$ cat src/rtl/tms_pkg.sv
package tms_pkg;
  typedef enum logic [2:0] {
    MD_RESET = 3'd0,
    MD_CAL   = 3'd1,
    MD_START = 3'd2,
    MD_RUN   = 3'd3,
    MD_LOCK  = 3'd4
  } mode_t;
endpackage

$ cat src/rtl/tms_cal_timer.sv
module tms_cal_timer #(
  parameter int CAL_CYCLES = 100000
) (
  input  logic clk,
  input  logic rst_n,
  input  logic en,
  output logic done
);
  localparam int CW = $clog2(CAL_CYCLES + 1);
  localparam logic [CW-1:0] LAST = CW'(CAL_CYCLES - 1);

  logic [CW-1:0] cnt;

  assign done = en && (cnt == LAST);

  always_ff @(posedge clk or negedge rst_n) begin
    if (!rst_n)       cnt <= '0;
    else if (!en)     cnt <= '0;
    else if (!done)   cnt <= cnt + 1'b1;
  end
endmodule

$ cat src/rtl/tms_start_gate.sv
module tms_start_gate #(
  parameter int DW   = 12,
  parameter int HYST = 40
) (
  input  logic                 clk,
  input  logic                 rst_n,
  input  logic                 en,
  input  logic                 take,
  input  logic signed [DW-1:0] data,
  output logic                 pass,
  output logic                 high_side
);
  localparam logic signed [DW:0] HYST_W = (DW+1)'(HYST);

  logic                 have;
  logic signed [DW-1:0] lo_pk, hi_pk;
  logic signed [DW:0]   rise, fall;
  logic                 hi_hit, lo_hit;

  always_comb begin
    rise   = (DW+1)'(data) - (DW+1)'(lo_pk);
    fall   = (DW+1)'(hi_pk) - (DW+1)'(data);
    hi_hit = have && (rise > HYST_W);
    lo_hit = have && !hi_hit && (fall > HYST_W);
  end

  assign pass      = take && (hi_hit || lo_hit);
  assign high_side = hi_hit;

  always_ff @(posedge clk or negedge rst_n) begin
    if (!rst_n) begin
      have  <= 1'b0;
      lo_pk <= '0;
      hi_pk <= '0;
    end else if (!en) begin
      have  <= 1'b0;
    end else if (take) begin
      have <= 1'b1;
      if (!have || data < lo_pk) lo_pk <= data;
      if (!have || data > hi_pk) hi_pk <= data;
    end
  end
endmodule

$ cat src/rtl/tms_amp_window.sv
module tms_amp_window #(
  parameter int AW      = 12,
  parameter int LOE_LVL = 100,
  parameter int LOR_LVL = 220
) (
  input  logic [AW-1:0] amp,
  output logic          below_loe,
  output logic          above_lor
);
  localparam logic [AW-1:0] LOE_W = AW'(LOE_LVL);
  localparam logic [AW-1:0] LOR_W = AW'(LOR_LVL);

  generate
    if (LOE_LVL >= LOR_LVL) begin : g_bad_levels
      $error("lockout enable level must be below release level");
    end
  endgenerate

  assign below_loe = amp < LOE_W;
  assign above_lor = amp > LOR_W;
endmodule

$ cat src/rtl/tooth_mode_seq.sv
module tooth_mode_seq #(
  parameter int DW         = 12,
  parameter int AW         = 12,
  parameter int CAL_CYCLES = 100000,
  parameter int HYST       = 40,
  parameter int LOE_LVL    = 100,
  parameter int LOR_LVL    = 220
) (
  input  logic                 clk,
  input  logic                 rst_n,
  input  logic                 uv_flag,
  input  logic                 s_valid,
  output logic                 s_ready,
  input  logic signed [DW-1:0] s_data,
  input  logic                 cmp_lvl,
  input  logic [AW-1:0]        amp_pp,
  output logic [2:0]           mode,
  output logic                 sw_en,
  output logic                 pk_upd_en,
  output logic                 init_thr_sel,
  output logic                 sens_out
);
  import tms_pkg::*;

  mode_t st, st_nx;
  logic  cal_done, gate_pass, gate_high, below_loe, above_lor, fire;

  assign s_ready   = (st == MD_START) || (st == MD_RUN) || (st == MD_LOCK);
  assign pk_upd_en = s_ready;
  assign sw_en     = (st == MD_RUN);
  assign mode      = st;
  assign fire      = s_valid && s_ready;

  tms_cal_timer #(.CAL_CYCLES(CAL_CYCLES)) u_cal (
    .clk(clk), .rst_n(rst_n), .en(st == MD_CAL), .done(cal_done)
  );

  tms_start_gate #(.DW(DW), .HYST(HYST)) u_gate (
    .clk(clk), .rst_n(rst_n), .en(st == MD_START),
    .take(fire && (st == MD_START)), .data(s_data),
    .pass(gate_pass), .high_side(gate_high)
  );

  tms_amp_window #(.AW(AW), .LOE_LVL(LOE_LVL), .LOR_LVL(LOR_LVL)) u_win (
    .amp(amp_pp), .below_loe(below_loe), .above_lor(above_lor)
  );

  always_comb begin
    st_nx = st;
    if (uv_flag) st_nx = MD_RESET;
    else begin
      case (st)
        MD_RESET: st_nx = MD_CAL;
        MD_CAL:   if (cal_done)  st_nx = MD_START;
        MD_START: if (gate_pass) st_nx = MD_RUN;
        MD_RUN:   if (below_loe) st_nx = MD_LOCK;
        MD_LOCK:  if (above_lor) st_nx = MD_RUN;
        default:  st_nx = MD_RESET;
      endcase
    end
  end

  always_ff @(posedge clk or negedge rst_n) begin
    if (!rst_n) begin
      st           <= MD_RESET;
      sens_out     <= 1'b1;
      init_thr_sel <= 1'b0;
    end else begin
      st <= st_nx;
      if (uv_flag || st == MD_RESET) begin
        sens_out     <= 1'b1;
        init_thr_sel <= 1'b0;
      end else if (st == MD_CAL) begin
        sens_out <= 1'b1;
      end else if (st == MD_START) begin
        sens_out <= 1'b1;
        if (gate_pass) init_thr_sel <= gate_high;
      end else if (st == MD_RUN && fire && !below_loe) begin
        sens_out <= cmp_lvl;
      end
    end
  end

  // undervoltage forces reset mode and a high output
  a_r1_uv_forces_pos: assert property (@(posedge clk) disable iff (!rst_n)
    uv_flag |=> (st == MD_RESET) && sens_out);

  // output held high before running mode
  a_r4_high_before_run: assert property (@(posedge clk) disable iff (!rst_n)
    (st == MD_RESET || st == MD_CAL || st == MD_START) |=> sens_out);

  // start-side selection is frozen once running
  a_r5_thr_frozen: assert property (@(posedge clk) disable iff (!rst_n)
    ((st == MD_RUN || st == MD_LOCK) && !uv_flag) |=> $stable(init_thr_sel));

  // small amplitude in running mode enters lockout
  a_r7_lock_entry: assert property (@(posedge clk) disable iff (!rst_n)
    (st == MD_RUN && below_loe && !uv_flag) |=> (st == MD_LOCK));

  // lockout holds the output and stays until release level is passed
  a_r8_lock_hold: assert property (@(posedge clk) disable iff (!rst_n)
    (st == MD_LOCK && !uv_flag) |=> $stable(sens_out));

  a_r8_lock_stay: assert property (@(posedge clk) disable iff (!rst_n)
    (st == MD_LOCK && !above_lor && !uv_flag) |=> (st == MD_LOCK));
endmodule

$ cat config.mk
export PLATFORM = sky130hd
export DESIGN_NAME = tooth_mode_seq
export DESIGN_NICKNAME = d
export VERILOG_FILES = /design/src/rtl/tms_pkg.sv /design/src/rtl/tms_cal_timer.sv /design/src/rtl/tms_start_gate.sv /design/src/rtl/tms_amp_window.sv /design/src/rtl/tooth_mode_seq.sv
export SDC_FILE = /design/constraint.sdc
export NUM_CORES = 1
export LEC_CHECK = 0
export BUFFER_PORTS_ARGS = -buffer_cell sky130_fd_sc_hd__buf_2
export CAP_MARGIN = 30
export CORE_ASPECT_RATIO = 1.75
export CORE_MARGIN = 2
export CORE_UTILIZATION = 55
export DETAILED_ROUTE_END_ITERATION = 10
export PLACE_DENSITY = 0.81
export SLEW_MARGIN = 10
export SYNTH_ARGS = -nofsm -noshare
export SYNTH_HDL_FRONTEND = slang
export SYNTH_SLANG_ARGS = --single-unit
$ cat constraint.sdc
create_clock -name clk -period 3.6 [get_ports clk]
set_input_delay 0.72 -clock clk [delete_from_list [all_inputs] [get_ports clk]]
set_output_delay 0.72 -clock clk [all_outputs]
set_load 0.02 [all_outputs]
==> key figures, run 1 <==
Outcome
  • Status: finished clean

Floorplanning
  • IO Pins: 37
  • Die Width: about 64 microns
  • Die footprint: between 6000 and 7000 sq um
  • Starting Density: 0.565
  • Floorplan row count: 38
  • Die H: between 100 and 150 microns
  • CORE AREA: a little over 6000 sq um

Yosys
  • Largest cells by area after synthesis: dfrtp_1 33%, ha_1 9.0%, nand2_1 4.8%
  • Top-count cell post-synth: dfrtp_1
  • Largest family of logic cells by synthesized area: compound AO/OA/AOI/OAI gates
  • Mapped Nets: 464
  • Post-Synth Adder-Cell Area: 0.102
  • Post-synth top area cell: dfrtp_1
  • Xor/xnor cell area share of the yosys netlist: 0.0530
  • Distinct cells, synth: approximately 70
  • Synth Flop Type: dfrtp_1
  • FFs w/ async S/R, synth: 1.00
  • Compound-Gate Fraction of Synth Area: 0.227
  • Yosys reg bits: 47
  • Sequential cell area fraction in the yosys report: 0.339
  • Multiplexer share of the synthesized area: 0.0148
  • Synth top area share: 0.332
  • Post-synth EDFFs: 0
  • YS warnings: 0
  • Post-Syn Area per Cell: between 8 and 9 sq um
  • Post-Syn Instances: 408
  • Post-Syn Area: ~3500 sq um
  • Simple-Gate Fraction of Synth Area: 0.213
  • Top post-synthesis cells by count: 46 x dfrtp_1, 44 x nand2_1, 41 x nor2_1

Power and ir drop
  • LEAKAGE: ~1.9 nW
  • Max VDD drop: 0.286 mV
  • PwrDens: roughly 280 nW/um^2

Placement
  • Post-DP HPWL: a little under 6000 microns
  • Port buffer count: 36
  • Gp weighted congestion: slightly above 0.9
  • DP Area: 3750 sq um

Global route
  • Initial antenna violation count: 0
  • Largest net degree at the start of global routing: 29
  • First-pass GRT wire length: 12600 microns
  • Gr usage total: 0.227
  • Vias in the first global route: around 3000
  • Total global routing overflow: 0

Routing
  • Via count: 3052
  • Iter 0 DRT Violations: between 80 and 90
  • Detail Route Antenna Nets: 0
  • Vias/cell: 5.79
  • DRT Pass-1 Iters: 4
  • Drt total wl: about 7400 microns
  • DR DRC count: 0
  • Routed wire length per instance: between 10 and 15 microns

Timing
  • Final hold vios: 0
  • Final Cycle Share: 0.875
  • Actual slew at the worst max-slew pin: 0.739 ns
  • Final Critical Period: approximately 3.2 ns
  • Slew headroom: 0.507
  • RSZ-0062 raised after global routing: no
  • Max Freq: around 0.32 GHz
  • Final Slew Violations: 0
  • Layout Skew: around 0.0073 ns
  • Final setup viols: 0
  • Setup_tns: 0 ns

Clocking
  • Skew-Pair Late Insertion Delay: around 0.31 ns
  • Num Clock Sinks: 47
  • TritonCTS buffer count: 5
  • Post-cts resize count: 0
  • Clock buffer depth: 2
  • Clock tree root driver cell: clkbuf_8
  • Post-CTS Hold Buffers: 0
  • Clk slew on worst S/H paths: approximately 0.09 ns
  • Post-CTS setup buffers: 0
  • CTS tree: built
  • Maximum level of the CTS H-tree: 2

Cells and area
  • Final instance area: between 3000 and 4000 sq um
  • Syn-to-layout area delta: 11.4%
  • Antenna Cells: 0
  • Final net count: 502
  • Fraction of layout cells with a size suffix above 1: 0.179

Critical path
  • CP endpoint kind: flop
  • Critical path class: input port to flop
  • Critical path's slowest cell: fa_1
  • CP startpoint kind: input port
  • Critical Path RT: 3.80 ns
  • Signal arrival time at the worst endpoint: roughly 3.4 ns
  • Crit-path max cell delay: ~0.41 ns
  • CP Max Fanout: 3
  • Crit path buf inv count: 2
  • Top cell family by delay on the critical path: compound AO/OA/AOI/OAI gates
  • Critical path, cell by cell: buf_2 > inv_1 > ha_1 > fa_1 > nor2b_2 > o311ai_2 > a211oi_1 > nor2_1 > a32oi_1 > o211ai_2 > a211oi_1 > nor2_1 > o41a_1

Flow run
  • Max cap viols: 0

Hold path
  • Worst min path class: input port to asynchronous set/reset pin
## per-layer routing
layer,track usage,up-vias,wire (microns),share of wire
met1,0.231,1425,2840,0.38
met2,0.430,67,4100,0.55
met3,0.0351,30,180,0.024
met4,0.124,0,313,0.042
met5,0,-,0,0
li1,-,1530,-,-
## cell usage in the layout (no fill, tap or decap), types with 3 or more instances in the layout
cell       count
nand2b_1       5
nor3b_1        3
a31oi_1        3
mux2i_1        4
or2_2          4
o21ai_0       28
o31ai_1        4
o21a_1         3
ha_1          25
a211oi_1       5
dfrtp_1       46
nor4_1         3
nand3_1       10
xor2_1        13
buf_2         36
xnor2_1        8
and3_1         3
clkbuf_8       6
o2111ai_1      3
o21ai_1       15
nor2_1        41
nand4_1        6
nand2_1       44
nor3_1         3
a21oi_1       23
o211ai_1       3
inv_1         37
## power by group
group	internal [mW]	switching (mW)	leakage, nW	total [mW]
sequential	0.532	0.00422	0.593	0.536
clock	0.225	0.185	0.0612	0.410
combinational	0.0565	0.0845	1.20	0.141
## flip-flops by register name, summed over array words and instances (netlist names)
signal        count
u_gate.lo_pk     12
u_cal.cnt        17
mode              3
u_gate.hi_pk     12
init_thr_sel      1
sens_out          1
u_gate.have       1
## area by class of cell
class                           instances  area [sq um]
Fill cell                             524          2270
Multi-Input combinational cell        316          2110
Sequential cell                        47          1180
Timing Repair Buffer                   39           215
Inverter                               37           139
Tap cell                               80           100
Clock buffer                            6          82.6
Clock inverter                          2          35.0
## through the flow
step	hold WS, ns	cells	utilization	total power, mW	setup slack, ns
after floorplan	0.424	408	-	0.631	0.553
after global placement	0.468	518	0.608	0.679	0.229
after detailed placement	0.479	519	0.611	0.687	0.185
after CTS	0.375	527	0.630	1.10	0.488
after global routing	0.392	527	0.630	1.14	0.231
final	0.370	527	0.630	1.09	0.449
## final timing paths
kind                       slack (ns)             from  depth (start not counted)         endpoint
hold / removal                   0.37            rst_n                          1  u_gate.lo_pk[7]
setup reg to reg                 0.64  u_gate.lo_pk[0]                         11          mode[0]
min in group clk                 0.49         sens_out                          2         sens_out
hold reg to reg                  0.49         sens_out                          2         sens_out
max in group asynchronous        2.63            rst_n                          2         sens_out
setup / recovery                 0.45        s_data[0]                         13          mode[0]
## cell families after synthesis
kind of cell	count (synthesis)
buf+inv	45
fa+ha+maj	27
xor+xnor	21
compound gates	116
mux	5
simple gates	147
flops	47
Power figures use the tool's default switching activity.
==> run 2: changes to the inputs <==
- clock period: 3.6 -> 3.7 ns (I/O delays scaled with it)
==> run 2 against run 1 <==
Core utilization fell by 0.41 points; wire length barely moved; die area did not move; sequential power fell by 3%; non-clock buffer count fell by 1; first-iteration DRC count rose by 67%; design area fell by 0.65%; critical path depth did not move; clock skew rose by 0.00080 ns; count of clock-buffer cells in the layout rose by 2; flip-flop and latch count did not move; critical path type unchanged.
==> key figures, run 2 (same netlist as run 1, synthesis figures left out) <==
Global route
  • First-pass GRT wire length: 12900 microns
  • Initial antenna violation count: 0
  • Vias in the first global route: around 3000
  • Total global routing overflow: 0
  • Gr usage total: 0.230
  • Largest net degree at the start of global routing: 29

Critical path
  • CP Max Fanout: 3
  • Critical Path RT: around 3.9 ns
  • Critical path class: input port to flop
  • Signal arrival time at the worst endpoint: roughly 3.3 ns
  • Flop-to-flop setup slack: roughly 0.8 ns
  • CP startpoint kind: input port
  • CP endpoint kind: flop

Floorplanning
  • Floorplan row count: 38
  • IO Pins: 37
  • Die H: approximately 110 microns
  • Die footprint: approximately 7000 sq um
  • CORE AREA: roughly 6100 sq um
  • Die Width: between 60 and 70 microns
  • Starting Density: 0.565

Timing
  • Final setup viols: 0
  • Final Critical Period: approximately 3.1 ns
  • Layout Skew: roughly 0.008 ns
  • Final hold vios: 0
  • Max Freq: between 0.3 and 0.4 GHz
  • Actual slew at the worst max-slew pin: ~0.74 ns
  • RSZ-0062 raised after global routing: no
  • Slew headroom: 0.504
  • Final Cycle Share: 0.843
  • Final Slew Violations: 0
  • Setup_tns: 0 ns

Routing
  • Drt total wl: between 7000 and 8000 microns
  • Routed wire length per instance: about 14 microns
  • Via count: ~3000
  • Detail Route Antenna Nets: 0
  • DR DRC count: 0
  • Vias/cell: roughly 5.7
  • Iter 0 DRT Violations: about 140
  • DRT Pass-1 Iters: 6

Cells and area
  • Post-route insts no fill: 526
  • Fraction of layout cells with a size suffix above 1: 0.175
  • Biggest register: u_cal.cnt
  • Most frequent cells in the layout: 46 x dfrtp_1, 44 x nand2_1, 41 x nor2_1
  • Biggest regs: u_cal.cnt (17), u_gate.hi_pk (12), u_gate.lo_pk (12)
  • Most common cell after layout, fill and taps aside: dfrtp_1
  • Syn-to-layout area delta: 10.7%
  • Antenna Cells: 0
  • Final instance area: between 3000 and 4000 sq um
  • Number of flip-flops in the largest register: 17
  • Final net count: 501

Hold path
  • Worst min path class: input port to asynchronous set/reset pin

Placement
  • Post-DP HPWL: 5840 microns
  • DP Area: approximately 3700 sq um
  • Cell Count Post-Placement: around 520
  • Port buffer count: 36
  • Gp weighted congestion: slightly above 0.9

Clocking
  • Clock buffer depth: 2
  • Skew-Pair Late Insertion Delay: a little over 0.3 ns
  • Clock tree root driver cell: clkbuf_8
  • TritonCTS buffer count: 5
  • Post-CTS Hold Buffers: 0
  • Clk slew on worst S/H paths: around 0.09 ns
  • CTS tree: built
  • Post-cts resize count: 0
  • Num Clock Sinks: 47
  • Maximum level of the CTS H-tree: 2
  • Post-CTS setup buffers: 0

Flow run
  • Max cap viols: 0

Power and ir drop
  • Max VDD drop: approximately 0.24 mV
  • PwrDens: ~260 nW/um^2
  • Pwr Total: between 1 and 1.5 mW
  • LEAKAGE: around 1.8 nW

Outcome
  • Status: finished clean
run 2: cell types whose count changed in the layout (fill, tap and decap cells not counted):
cell | previous run | this run
clkinv_2 | 1 | 0
bufinv_16 | 1 | 0
buf_4 | 2 | 1
clkbuf_8 | 6 | 7
clkbuf_1 | 0 | 1
run 2: final timing paths:
| path | start | end | depth (start not counted) |
|---|---|---|---|
| setup / recovery | s_data[0] | mode[0] | 13 |
| max in group asynchronous | rst_n | sens_out | 2 |
| setup reg to reg | u_gate.lo_pk[0] | mode[0] | 11 |
| min in group clk | sens_out | sens_out | 2 |
| hold / removal | rst_n | u_gate.lo_pk[7] | 1 |
| hold reg to reg | sens_out | sens_out | 2 |
run 2: routing by layer:
layer	wire, microns	GRT usage	share of wire	up-vias
li1	-	-	-	1526
met1	2930	0.236	0.39	1435
met4	150	0.0947	0.020	0
met2	4230	0.449	0.57	37
met5	0	0	0	-
met3	134	0.0361	0.018	13
run 2: power by group:
| part | internal (mW) | leakage, nW | switching, mW |
|---|---|---|---|
| sequential | 0.517 | 0.593 | 0.00430 |
| combinational | 0.0550 | 1.19 | 0.0813 |
| clock | 0.171 | 0.0515 | 0.175 |
run 2: metrics by stage:
step                      utilization  setup WS (ns)  hold slack (ns)
after floorplan                     -          0.633            0.444
after global placement          0.606          0.306            0.467
after detailed placement        0.610          0.256            0.475
after CTS                       0.626          0.601            0.397
after global routing            0.626          0.302            0.425
final                           0.626          0.581            0.388
run 2: cell type report:
type	count	area (sq um)
fill	545	2290
multi-input combinational	316	2110
clock buffer	8	100
inverter	37	139
sequential	47	1180
tap	80	100
timing repair buffer	38	208
run 2: worst max-delay path, stage by stage:
cell	delay [ns]
buf_2	0.10
inv_1	0.05
ha_1	0.21
fa_1	0.42
nor2b_2	0.17
o311ai_2	0.14
a211oi_1	0.35
nor2_1	0.10
a32oi_1	0.19
o211ai_2	0.12
a211oi_1	0.28
nor2_1	0.08
o41a_1	0.36
